### config.mk
export PLATFORM = sky130hd
export DESIGN_NAME = fwd_dual_lane
export DESIGN_NICKNAME = d
export VERILOG_FILES = /design/src/rtl/fwd_pkg.sv /design/src/rtl/fwd_dest_decode.sv /design/src/rtl/fwd_retire_hold.sv /design/src/rtl/fwd_src_pick.sv /design/src/rtl/fwd_dual_lane.sv
export SDC_FILE = /design/constraint.sdc
export NUM_CORES = 1
export LEC_CHECK = 0
export ABC_AREA = 1
export ABC_CLOCK_PERIOD_IN_PS = 4460
export BUFFER_PORTS_ARGS = -buffer_cell sky130_fd_sc_hd__clkbuf_2
export CAP_MARGIN = 0
export CORE_MARGIN = 3
export CORE_UTILIZATION = 45
export CTS_CLUSTER_SIZE = 16
export DETAILED_ROUTE_END_ITERATION = 6
export PLACE_DENSITY = 0.79
export SYNTH_ARGS = -nofsm -noshare
export SYNTH_HDL_FRONTEND = slang
export SYNTH_SLANG_ARGS = --single-unit
### constraint.sdc
create_clock -name clk -period 4.46 [get_ports clk]
set_clock_uncertainty 0.15 [all_clocks]
set_input_delay 1.115 -clock clk [delete_from_list [all_inputs] [get_ports clk]]
set_output_delay 1.115 -clock clk [all_outputs]
set_load 0.05 [all_outputs]
### src/rtl/fwd_pkg.sv
package fwd_pkg;
    localparam int XLEN    = 32;
    localparam int REG_W   = 5;
    localparam int OP_W    = 6;
    localparam int LANES   = 2;
    localparam int NUM_SRC = 7;
    localparam int SEL_W   = 3;

    typedef logic [XLEN-1:0]  word_t;
    typedef logic [REG_W-1:0] reg_t;
    typedef logic [OP_W-1:0]  op_t;

    typedef enum logic [SEL_W-1:0] {
        SRC_RF    = 3'd0,
        SRC_SAME0 = 3'd1,
        SRC_EXM0  = 3'd2,
        SRC_EXM1  = 3'd3,
        SRC_MWB0  = 3'd4,
        SRC_MWB1  = 3'd5,
        SRC_DLY0  = 3'd6,
        SRC_DLY1  = 3'd7
    } src_e;

    typedef struct packed {
        logic wr;
        reg_t dst;
    } prod_t;

    localparam op_t OP_RR   = 6'h00;
    localparam op_t OP_JMP  = 6'h02;
    localparam op_t OP_BEQ  = 6'h04;
    localparam op_t OP_BNE  = 6'h05;
    localparam op_t OP_ADDI = 6'h08;
    localparam op_t OP_ANDI = 6'h0C;
    localparam op_t OP_ORI  = 6'h0D;
    localparam op_t OP_LDI  = 6'h0F;
    localparam op_t OP_LDW  = 6'h23;
    localparam op_t OP_STW  = 6'h2B;
    localparam op_t OP_NOP  = 6'h3F;

    localparam word_t NOP_WORD = {OP_NOP, {(XLEN-OP_W){1'b0}}};

    // slot order is the priority order: 0 highest
    // slots: 0 same0, 1 exm1, 2 exm0, 3 mwb1, 4 mwb0, 5 dly1, 6 dly0
    localparam logic [NUM_SRC-1:0] MASK_L0_OP = 7'b0011110;
    localparam logic [NUM_SRC-1:0] MASK_L1_OP = 7'b0011111;
    localparam logic [NUM_SRC-1:0] MASK_L0_ST = 7'b1111110;
    localparam logic [NUM_SRC-1:0] MASK_L1_ST = 7'b1111111;

    function automatic op_t op_of(input word_t w);
        return w[31:26];
    endfunction

    function automatic reg_t rs_of(input word_t w);
        return w[25:21];
    endfunction

    function automatic reg_t rt_of(input word_t w);
        return w[20:16];
    endfunction

    function automatic reg_t rd_of(input word_t w);
        return w[15:11];
    endfunction

    function automatic logic writes_reg(input word_t w);
        case (op_of(w))
            OP_RR, OP_ADDI, OP_ANDI, OP_ORI, OP_LDI, OP_LDW: return 1'b1;
            default: return 1'b0;
        endcase
    endfunction

    function automatic reg_t dest_of(input word_t w);
        return (op_of(w) == OP_RR) ? rd_of(w) : rt_of(w);
    endfunction

    function automatic src_e slot_code(input int idx);
        case (idx)
            0: return SRC_SAME0;
            1: return SRC_EXM1;
            2: return SRC_EXM0;
            3: return SRC_MWB1;
            4: return SRC_MWB0;
            5: return SRC_DLY1;
            6: return SRC_DLY0;
            default: return SRC_RF;
        endcase
    endfunction
endpackage

### src/rtl/fwd_dest_decode.sv
module fwd_dest_decode
    import fwd_pkg::*;
(
    input  word_t ins,
    output prod_t prod
);
    always_comb begin
        prod.wr  = writes_reg(ins);
        prod.dst = dest_of(ins);
    end
endmodule

### src/rtl/fwd_retire_hold.sv
module fwd_retire_hold
    import fwd_pkg::*;
(
    input  logic  clk,
    input  logic  rst,
    input  word_t retire_in [LANES],
    output word_t retire_q  [LANES]
);
    for (genvar l = 0; l < LANES; l++) begin : g_hold
        always_ff @(posedge clk) begin
            if (rst) retire_q[l] <= NOP_WORD;
            else     retire_q[l] <= retire_in[l];
        end
    end
endmodule

### src/rtl/fwd_src_pick.sv
module fwd_src_pick
    import fwd_pkg::*;
#(
    parameter logic [NUM_SRC-1:0] EN_MASK = '1
) (
    input  reg_t  want,
    input  prod_t cand [NUM_SRC],
    output src_e  sel
);
    // walk from lowest to highest priority so the youngest match is kept
    always_comb begin
        sel = SRC_RF;
        for (int i = NUM_SRC - 1; i >= 0; i--) begin
            if (EN_MASK[i] && cand[i].wr && (cand[i].dst == want))
                sel = slot_code(i);
        end
    end
endmodule

### src/rtl/fwd_dual_lane.sv
module fwd_dual_lane
    import fwd_pkg::*;
(
    input  logic        clk,
    input  logic        rst,
    input  logic [31:0] idex_ins0,
    input  logic [31:0] idex_ins1,
    input  logic [31:0] exmem_ins0,
    input  logic [31:0] exmem_ins1,
    input  logic [31:0] memwb_ins0,
    input  logic [31:0] memwb_ins1,
    output logic [2:0]  l0_sel_a,
    output logic [2:0]  l0_sel_b,
    output logic [2:0]  l0_sel_st,
    output logic [2:0]  l1_sel_a,
    output logic [2:0]  l1_sel_b,
    output logic [2:0]  l1_sel_st
);
    word_t idex_w  [LANES];
    word_t memwb_w [LANES];
    word_t dly_w   [LANES];
    word_t slot_w  [NUM_SRC];
    prod_t cand    [NUM_SRC];
    src_e  sel_a   [LANES];
    src_e  sel_b   [LANES];
    src_e  sel_st  [LANES];

    assign idex_w[0]  = idex_ins0;
    assign idex_w[1]  = idex_ins1;
    assign memwb_w[0] = memwb_ins0;
    assign memwb_w[1] = memwb_ins1;

    fwd_retire_hold u_hold (
        .clk       (clk),
        .rst       (rst),
        .retire_in (memwb_w),
        .retire_q  (dly_w)
    );

    assign slot_w[0] = idex_ins0;
    assign slot_w[1] = exmem_ins1;
    assign slot_w[2] = exmem_ins0;
    assign slot_w[3] = memwb_ins1;
    assign slot_w[4] = memwb_ins0;
    assign slot_w[5] = dly_w[1];
    assign slot_w[6] = dly_w[0];

    for (genvar g = 0; g < NUM_SRC; g++) begin : g_dec
        fwd_dest_decode u_dec (
            .ins  (slot_w[g]),
            .prod (cand[g])
        );
    end

    for (genvar l = 0; l < LANES; l++) begin : g_lane
        localparam logic [NUM_SRC-1:0] OPM = (l == 0) ? MASK_L0_OP : MASK_L1_OP;
        localparam logic [NUM_SRC-1:0] STM = (l == 0) ? MASK_L0_ST : MASK_L1_ST;

        fwd_src_pick #(.EN_MASK(OPM)) u_pick_a (
            .want (rs_of(idex_w[l])),
            .cand (cand),
            .sel  (sel_a[l])
        );
        fwd_src_pick #(.EN_MASK(OPM)) u_pick_b (
            .want (rt_of(idex_w[l])),
            .cand (cand),
            .sel  (sel_b[l])
        );
        fwd_src_pick #(.EN_MASK(STM)) u_pick_st (
            .want (rt_of(idex_w[l])),
            .cand (cand),
            .sel  (sel_st[l])
        );
    end

    assign l0_sel_a  = sel_a[0];
    assign l0_sel_b  = sel_b[0];
    assign l0_sel_st = sel_st[0];
    assign l1_sel_a  = sel_a[1];
    assign l1_sel_b  = sel_b[1];
    assign l1_sel_st = sel_st[1];
endmodule

==> impl_metrics.py, run 1 <==
metrics = {
    "grt": {
        "grt.total_usage_pct": 27.2,
        "gr-total-overflow": 0,
        "grt_pass1_vias": 4769,
        "grt_pass1_wl_mm": 22.5,
        "grt_max_degree": 32,
        "antenna_found_initial": 0,
    },
    "finish": {
        "diodes": 0,
        "layout-drive-gt1-share_pct": 20.1,
        "reg_top3": "u_hold.retire_q: 32 flops",
        "final_nets": 1130,
        "post-route-util_pct": 56.1,
        "largest_register_ffs": 32,
        "area_growth_pct": 18.9,
        "top_register": "u_hold.retire_q",
    },
    "sta": {
        "slew_violations": 0,
        "setup_tns_ns": 0,
        "fin_crit_ns": 4.33,
        "fmax_mhz": 231,
        "finalHoldViolations": 0,
        "worst_slew_pin_slew_ns": 0.562,
        "relSlewSlack_pct": 62.5,
        "finalSetupViolations": 0,
        "post-route-period-util_pct": 97.1,
        "rsz0062_at_grt": "no",
    },
    "placed_design": {
        "gp_congestion": 1.01,
        "dp_hpwl_mm": 11.1,
        "portBuffers": 114,
    },
    "synth": {
        "synth.distinct_cells": 31,
        "ys_top_cells_by_count": "nand2_1, nor2_1, inv_1",
        "yosysWarnings": 0,
        "yosys.cell_count.top_type": "nand2_1",
        "synthArstFlopShare_pct": 0,
        "synthCells": 821,
        "ys_seq_elements": 32,
        "synth.top_cell.area_share_pct": 27.8,
        "ys.flop_type": "dfxtp_1",
        "ys_seq_area_share_pct": 15.3,
        "ys_top_cells_by_area": "nand2_1, dfxtp_1, nand3_1",
        "synth_top_cell_by_area": "nand2_1",
        "synth_area_per_cell_um2": 5.11,
        "syn-cell-area_um2": 4190,
        "synth_edf_count": 0,
        "syn_nets": 1015,
    },
    "outcome": {
        "status": "complete, no violations",
    },
    "worst_setup_path": {
        "cp-start-kind": "primary input",
        "critPathCaptureType": "output port",
        "required_ns": 3.19,
        "worst_ep_arrival_time_ns": 3.07,
        "setup.worst_path.end": "l0_sel_st[0]",
        "crit_start": "memwb_ins1[28]",
        "critical_path_class": "in -> out",
        "crit_fanout": 7,
    },
    "die": {
        "core_area_um2": 8890,
        "rows": 34,
        "io_pins": 212,
        "die_w_um": 103,
        "die_h_um": 103,
        "dieArea_um2": 10500,
        "start_util_pct": 47.2,
    },
    "route": {
        "drcViolationCount": 0,
        "top_layer": "met4",
        "m1WireLength_mm": 5.94,
        "met3_length_mm": 1.50,
        "drt_iter0_markers": 416,
        "wl_per_cell_um": 13.3,
        "first_pass_iters": 5,
        "finalWirelength_mm": 13.9,
        "vias": 5404,
        "drtAntennaViolNets": 0,
        "viasPerCell": 5.17,
        "wl_met2_mm": 6.12,
    },
    "hold_path": {
        "hold_path.class": "in -> reg",
        "holdCritStartpoint": "memwb_ins1[12]",
    },
    "cts": {
        "clock_sinks": 32,
        "clkTransAtPathRegs_ns": 0.06,
        "cts_root_buf": "clkbuf_8",
        "ctsResizeCount": 0,
        "cts_hold_buffers": 0,
        "cts_tree": "built",
        "clockBufferDepth": 2,
        "cts_setup_buffers": 0,
        "cts_max_level": 2,
        "cts_buffers": 5,
    },
    "power": {
        "p_per_area_nw_per_um2": 173,
        "vdd.ir_drop.worst_mv": 0.180,
        "cellLeakagePower_nw": 2.97,
        "total_power_mw": 0.863,
    },
    "flow_run": {
        "maxCapViolations": 0,
    },
}
==> per-layer routing <==
metal,up-vias,GRT usage [%]
met5,-,0
met4,0,8.68
met2,255,43.7
met1,2314,36.7
li1,2795,-
met3,40,5.07
==> through the flow <==
stage | setup WS (ns) | cells | hold WS (ns) | cell area, µm²
after detailed placement | 0.188 | 1037 | 1.19 | 4890
after global routing | 0.000930 | 1045 | 0.900 | 4980
final | 0.129 | 1045 | 0.900 | 4980
after floorplan | 0.107 | 821 | 1.06 | 4190
after global placement | 0.207 | 1037 | 1.19 | 4890
after CTS | 0.186 | 1045 | 0.894 | 4980
==> power breakdown <==
group	switching [mW]	leakage (nW)	internal [mW]	total, mW
logic	0.214	2.66	0.119	0.333
registers	0.00810	0.267	0.302	0.310
clock network	0.0951	0.0455	0.126	0.221
==> kinds of logic (layout without fill, tap and decap cells) <==
logic type	Yosys count	count (layout)	share of synthesized area, %
flip-flops	32	32	15.3
AO/OA/AOI/OAI	57	57	7.40
AND/OR/NAND/NOR	601	601	63.7
buffers and inverters	120	236	11.3
XOR/XNOR	11	11	2.30
==> layout by cell type (no fill, tap or decap) <==
| cell type | n |
|---|---|
| a21oi_2 | 1 |
| dfxtp_1 | 32 |
| inv_1 | 100 |
| nand3_1 | 92 |
| clkinv_1 | 1 |
| o21ai_4 | 1 |
| nand4_1 | 23 |
| nand2_4 | 2 |
| clkbuf_2 | 113 |
| a21oi_1 | 11 |
| inv_2 | 2 |
| nor2_4 | 8 |
| o21ai_2 | 1 |
| xor2_1 | 11 |
| nand3_2 | 6 |
| nand3b_1 | 2 |
| o21ai_1 | 17 |
| nand2_1 | 311 |
| buf_4 | 11 |
| nand2b_1 | 3 |
| a21boi_1 | 1 |
| clkbuf_8 | 6 |
| o21ai_0 | 22 |
| o22ai_1 | 3 |
| nor2_1 | 115 |
| clkbuf_1 | 2 |
| buf_2 | 1 |
| nand3_4 | 2 |
| nor2_2 | 12 |
| nor3_1 | 3 |
| nand2_2 | 12 |
| or2_2 | 10 |
==> final cells by class <==
| class | instances | area, µm² |
|---|---|---|
| fill | 954 | 3910 |
| sequential | 32 | 641 |
| timing repair buffer | 125 | 653 |
| multi-input combinational | 669 | 3080 |
| clock buffer | 8 | 90.1 |
| inverter | 103 | 387 |
| tap | 108 | 135 |
==> worst min-delay path by stage <==
stage,endpoint,slack (ns),depth (start not counted)
3_5_place_dp,u_hold.retire_q[51],1.19,3
2_1_floorplan,u_hold.retire_q[27],1.06,2
6_report,u_hold.retire_q[12],0.90,3
4_1_cts,u_hold.retire_q[51],0.89,3
5_1_grt,u_hold.retire_q[51],0.90,3
3_3_place_gp,u_hold.retire_q[51],1.19,3
==> critical path, stage by stage <==
cell and delay (ns):
clkbuf_2 0.10, nor2_2 0.17, nand3_1 0.23, buf_4 0.24
nand2_2 0.08, nand2_2 0.09, nand2_1 0.07, nand2_1 0.06
nor2_1 0.15, nand3_1 0.16, nand2b_1 0.20, nand3_1 0.10
clkbuf_2 0.28
No activity file was read; power rests on OpenSTA's default activity.
==> run 2, diff against run 1 <==
--- a/config.mk
+++ b/config.mk
@@ -5,7 +5,6 @@
 export SDC_FILE = /design/constraint.sdc
 export NUM_CORES = 1
 export LEC_CHECK = 0
-export ABC_AREA = 1
 export ABC_CLOCK_PERIOD_IN_PS = 4460
 export BUFFER_PORTS_ARGS = -buffer_cell sky130_fd_sc_hd__clkbuf_2
 export CAP_MARGIN = 0
@@ -13,7 +12,8 @@
 export CORE_UTILIZATION = 45
 export CTS_CLUSTER_SIZE = 16
 export DETAILED_ROUTE_END_ITERATION = 6
-export PLACE_DENSITY = 0.79
+export PLACE_DENSITY = 0.81
+export SETUP_SLACK_MARGIN = 0.3
 export SYNTH_ARGS = -nofsm -noshare
 export SYNTH_HDL_FRONTEND = slang
 export SYNTH_SLANG_ARGS = --single-unit
==> run 2 against run 1 <==
The run now ends with setup timing left. Die area down 7.7%. Clock power rose by 28%. Sequential power grew 1%. Non-clock buffer count rose by 105. Count of clock-buffer cells in the layout is 2 lower. Largest power group unchanged.
==> impl_metrics.py, run 2 <==
metrics = {
    "grt": {
        "grt_max_degree": 33,
        "antenna_found_initial": 0,
        "grt_pass1_vias": 5083,
        "grt.total_usage_pct": 31.4,
        "grt_pass1_wl_mm": 24.8,
        "gr-total-overflow": 0,
    },
    "cts": {
        "cts_buffers": 5,
        "clock_sinks": 32,
        "clockBufferDepth": 2,
        "cts_root_buf": "clkbuf_8",
        "cts_hold_buffers": 0,
        "cts_tree": "built",
        "clkTransAtPathRegs_ns": 0.08,
        "cts_max_level": 2,
    },
    "finish": {
        "diodes": 0,
        "fin_area_um2": 6390,
        "final_cell_mix": "buf_4, clkbuf_2, xnor2_1",
        "largest_register_ffs": 32,
        "top_register": "u_hold.retire_q",
        "area_growth_pct": 66.0,
        "fin_cells": 814,
        "final_common_cell": "buf_4",
        "final_nets": 902,
        "fill_cells": 492,
        "reg_top3": "u_hold.retire_q: 32 flops",
        "layout-drive-gt1-share_pct": 51.1,
    },
    "flow_run": {
        "maxCapViolations": 0,
    },
    "sta": {
        "slew_violations": 0,
        "fin_crit_ns": 4.95,
        "post-route-period-util_pct": 111,
        "fmax_mhz": 202,
        "worst_slew_pin_slew_ns": 0.638,
        "relSlewSlack_pct": 57.4,
        "finalHoldViolations": 0,
        "setup_ws_ns": -0.486,
        "setup_tns_ns": -4.79,
        "timing.hold.ws_ns": 0.913,
        "rsz0062_at_grt": "yes",
        "finalSetupViolations": 18,
    },
    "route": {
        "viasPerCell": 6.43,
        "first_pass_iters": 6,
        "wl_per_cell_um": 21.6,
        "vias": 5230,
        "drtAntennaViolNets": 0,
        "drcViolationCount": 0,
        "drt_iter0_markers": 415,
        "finalWirelength_mm": 17.6,
    },
    "die": {
        "die_h_um": 98.5,
        "start_util_pct": 46.6,
        "io_pins": 212,
        "rows": 33,
        "core_area_um2": 8260,
        "die_w_um": 98.5,
        "dieArea_um2": 9700,
    },
    "synth": {
        "synth_area_per_cell_um2": 7.83,
        "ys_seq_area_share_pct": 16.6,
        "synth.distinct_cells": 67,
        "synth_edf_count": 0,
        "syn-cell-area_um2": 3850,
        "ys_top_cells_by_count": "xnor2_1, nor2b_1, a21oi_1, dfxtp_1, nand3_1",
        "yosys.cell_count.top_type": "xnor2_1",
        "synth_top_cell_by_area": "dfxtp_1",
        "ys_seq_elements": 32,
        "ys.flop_type": "dfxtp_1",
        "yosysWarnings": 0,
        "synthCells": 492,
        "synthArstFlopShare_pct": 0,
        "syn_nets": 686,
        "synth.top_cell.area_share_pct": 16.6,
        "ys_top_cells_by_area": "dfxtp_1, xnor2_1, nor2b_1",
    },
    "placed_design": {
        "gp_congestion": 0.898,
        "place_inst": 784,
        "dp_hpwl_mm": 11.0,
        "portBuffers": 114,
        "place_area_um2": 5610,
    },
    "power": {
        "cellLeakagePower_nw": 2.63,
        "total_power_mw": 1.05,
        "vdd.ir_drop.worst_mv": 0.127,
        "p_per_area_nw_per_um2": 165,
    },
    "hold_path": {
        "hold_path.class": "in -> reg",
        "min_to": "u_hold.retire_q[43]",
        "holdCritStartpoint": "memwb_ins0[11]",
        "holdPathStages": 2,
    },
    "worst_setup_path": {
        "critPathCaptureType": "output port",
        "cp-start-kind": "primary input",
        "required_ns": 3.19,
        "crit_fanout": 4,
        "worst_ep_arrival_time_ns": 3.68,
        "critical_path_class": "in -> out",
    },
    "outcome": {
        "status": "finished with violations",
        "failed_checks": "setup timing",
    },
}
[run 2: cell types whose count changed in the layout (fill, tap and decap cells not counted), moves of 20 or more]
cell	previous run	this run
and3_1	0	20
buf_4	11	102
clkbuf_2	113	88
inv_1	100	5
nand2_1	311	17
nand3_1	92	21
nor2_1	115	11
nor2b_1	0	38
xnor2_1	0	48
[run 2: through the flow]
stage               util [%]  setup WS (ns)
finish                  77.4         -0.486
global route            77.4         -0.564
global placement        67.9         -0.350
detailed placement      67.9         -0.462
floorplan                  -         -0.165
CTS                     73.7         -0.296
[run 2: area by class of cell]
class                   instances  area [µm²]  share of cell area, %
repair buffers                230        1830                   28.6
clock buffers                   6        72.6                   1.14
inverters                       5        18.8                  0.294
well taps                     105         131                   2.06
flip-flops and latches         32         641                   10.0
clock inverters                 2        35.0                  0.548
multi-input cells             434        3660                   57.3
[run 2: cells by family (layout without fill, tap and decap cells)]
family	after synthesis	in the layout	synth area share (%)
buffers and inverters	26	243	2.63
AOI/OAI and AO/OA	102	102	17.7
DFF	32	32	16.6
xor gates and xnor gates	74	74	16.8
muxes	17	17	5.52
and+or+nand+nor	241	241	40.6
[run 2: per-layer routing]
| layer | global-route usage (%) | vias to the layer above | share of wire, % |
|---|---|---|---|
| met1 | 34.8 | 2406 | 35 |
| li1 | - | 2240 | - |
| met5 | 0 | - | 0 |
| met3 | 6.16 | 150 | 10 |
| met2 | 55.7 | 434 | 47 |
| met4 | 18.0 | 0 | 8.2 |
[run 2: repair_timing]
item	in CTS	in global routing
resized for setup	49	62
pin swaps	28	33
endpoints found under the setup margin	18	18
setup buffers	13	9
[run 2: how the worst max path moves through the flow]
stage,startpoint,end,slack [ns]
floorplan,memwb_ins0[27],l1_sel_st[2],-0.17
global placement,memwb_ins1[26],l0_sel_b[2],-0.35
detailed placement,memwb_ins1[27],l1_sel_st[2],-0.46
CTS,exmem_ins0[30],l0_sel_st[0],-0.30
global route,memwb_ins0[30],l1_sel_st[2],-0.56
finish,memwb_ins0[30],l1_sel_st[2],-0.49
[run 2: power by group]
part / total (mW) / internal [mW] / switching (mW)
sequential: 0.314 / 0.301 / 0.0123
clock: 0.282 / 0.166 / 0.116
combinational: 0.458 / 0.213 / 0.245
[run 2: critical path: stages]
cell	delay, ns
clkbuf_2	0.10
buf_4	0.16
nor4_4	0.38
buf_4	0.20
buf_4	0.11
a22oi_1	0.09
nor2_1	0.19
o2111ai_2	0.22
nor3_2	0.28
buf_4	0.19
nor2_4	0.04
a2111oi_4	0.36
clkbuf_16	0.24
==> run 3, diff against run 2 <==
--- a/config.mk
+++ b/config.mk
@@ -12,8 +12,10 @@
 export CORE_UTILIZATION = 45
 export CTS_CLUSTER_SIZE = 16
 export DETAILED_ROUTE_END_ITERATION = 6
-export PLACE_DENSITY = 0.81
+export PLACE_DENSITY = 0.76
 export SETUP_SLACK_MARGIN = 0.3
+export SKIP_LAST_GASP = 1
 export SYNTH_ARGS = -nofsm -noshare
 export SYNTH_HDL_FRONTEND = slang
+export SYNTH_HIERARCHICAL = 1
 export SYNTH_SLANG_ARGS = --single-unit
==> run 3 against run 2 <==
The flow still finishes with violations (setup timing). Sequential power decreased by 2%. Maximum frequency increased by 6.2%. Count of clock-buffer cells in the layout increased by 1. Die area increased by 5.4%. Cell count decreased by 9.6%. Utilization decreased by 7.3 points. Sequential cell count unchanged. Synthesized area increased by 5.7%. Worst hold slack got worse by 0.013 ns. Combinational power decreased by 2%. Design area decreased by 3.9%. Clock power increased by 5%. Critical path type unchanged. Highest routed layer unchanged.
==> impl_metrics.py, run 3 <==
metrics = {
    "outcome": {
        "status": "finished with violations",
        "failed_checks": "setup timing",
    },
    "sta": {
        "fin_crit_ns": 4.66,
        "finalHoldViolations": 0,
        "setup_ws_ns": -0.199,
        "slew_violations": 0,
        "setup_tns_ns": -2.13,
        "worst_slew_pin_slew_ns": 0.542,
        "post-route-period-util_pct": 104,
        "fmax_mhz": 215,
        "rsz0062_at_grt": "yes",
        "relSlewSlack_pct": 63.9,
        "finalSetupViolations": 17,
    },
    "grt": {
        "gr-total-overflow": 0,
        "antenna_found_initial": 0,
        "grt.total_usage_pct": 24.2,
        "grt_pass1_wl_mm": 19.8,
        "grt_max_degree": 33,
        "grt_pass1_vias": 4179,
    },
    "finish": {
        "layout-drive-gt1-share_pct": 52.7,
        "final_nets": 821,
        "diodes": 0,
        "area_growth_pct": 50.9,
        "post-route-util_pct": 70.1,
        "largest_register_ffs": 32,
        "final_common_cell": "xor2_1",
        "reg_top3": "u_hold/retire_q: 32 flops",
        "final_cell_mix": "xor2_1, clkbuf_2, buf_4",
        "top_register": "u_hold/retire_q",
        "fin_cells": 736,
        "fin_area_um2": 6140,
    },
    "placed_design": {
        "place_area_um2": 5360,
        "gp_congestion": 0.944,
        "portBuffers": 114,
        "dp_slack_ns": -0.231,
        "dp_hpwl_mm": 9.75,
        "place_inst": 706,
    },
    "die": {
        "start_util_pct": 46.4,
        "io_pins": 212,
        "core_area_um2": 8760,
        "dieArea_um2": 10200,
        "die_w_um": 101,
        "rows": 34,
        "die_h_um": 101,
    },
    "worst_setup_path": {
        "critical_path.top_delay_family": "simple AND/OR/NAND/NOR gates",
        "path_buf_inv": 5,
        "crit_fanout": 5,
        "required_ns": 3.19,
        "cpPeakStageDelay_ns": 0.31,
        "critPathSlowestCell": "mux2_4",
        "critical_path_class": "in -> out",
        "path_cells": "buf_8, nor4_4, nand2_2, buf_6, mux2_4, buf_4, xor2_1, nor4_1, and3_2, a311oi_2, buf_4, nor2_4, buf_8",
        "worst_ep_arrival_time_ns": 3.39,
        "cp-start-kind": "primary input",
        "critPathCaptureType": "output port",
        "crit_start": "exmem_ins0[27]",
    },
    "cts": {
        "cts_buffers": 5,
        "clock_sinks": 32,
        "clockBufferDepth": 2,
        "cts_max_level": 2,
        "cts_hold_buffers": 0,
        "clkTransAtPathRegs_ns": 0.06,
        "cts_tree": "built",
        "cts_root_buf": "clkbuf_8",
    },
    "hold_path": {
        "hold_path.class": "in -> reg",
        "holdCritStartpoint": "memwb_ins0[29]",
    },
    "route": {
        "drt_iter0_markers": 330,
        "vias": 4138,
        "drcViolationCount": 0,
        "first_pass_iters": 5,
        "finalWirelength_mm": 14.6,
        "wl_per_cell_um": 19.8,
        "viasPerCell": 5.62,
        "drtAntennaViolNets": 0,
    },
    "power": {
        "sequentialPowerShare_pct": 29.3,
        "switching_power_mw": 0.338,
        "cellLeakagePower_nw": 2.75,
        "intPower_mw": 0.715,
        "p_per_area_nw_per_um2": 171,
        "sw_frac_of_total_pct": 32.1,
        "vdd.ir_drop.worst_mv": 0.223,
        "clockPowerShare_pct": 28.2,
        "p_comb_share_pct": 42.5,
    },
    "flow_run": {
        "maxCapViolations": 0,
    },
    "synth": {
        "yosysWarnings": 6,
        "syn_nets": 635,
        "synth_area_per_cell_um2": 9.23,
        "syn-cell-area_um2": 4070,
        "synthCells": 441,
    },
}
## run 3: metal layers
metal | track usage, % | vias to the layer above | share of wire [%]
met2 | 44.5 | 244 | 50
met1 | 27.9 | 1952 | 37
met3 | 3.88 | 71 | 8.2
li1 | - | 1871 | -
met4 | 9.00 | 0 | 4.5
met5 | 0 | - | 0
## run 3: power by group through the flow
stage,combinational (mW),sequential [mW],clock [mW]
4_1_cts,0.394,0.308,0.302
2_1_floorplan,0.251,0.313,0
6_report,0.448,0.309,0.297
3_3_place_gp,0.362,0.314,0
5_1_grt,0.471,0.310,0.315
3_5_place_dp,0.377,0.315,0
## run 3: worst paths after layout
path,to,cells after the start
min,u_hold/retire_q[61],2
max,l1_sel_st[1],13
## run 3: what timing repair did
action | in CTS | in global routing
setup buffers | 9 | 13
gates cloned | 0 | 0
pin swaps | 35 | 45
gates resized for setup | 38 | 75
setup endpoints to repair | 18 | 18
## run 3: stage by stage
| stage | hold slack (ns) | power [mW] |
|---|---|---|
| after floorplan | 1.06 | 0.564 |
| after global placement | 1.18 | 0.676 |
| after detailed placement | 1.19 | 0.692 |
| after CTS | 0.891 | 1.00 |
| after global routing | 0.906 | 1.10 |
| final | 0.900 | 1.05 |
## run 3: area by class of cell
class,instances,area [µm²]
clock buffers,7,96.3
flip-flops and latches,32,641
repair buffers,205,1680
fillers,601,2620
well taps,108,135
clock inverters,1,30.0
multi-input cells,383,3560
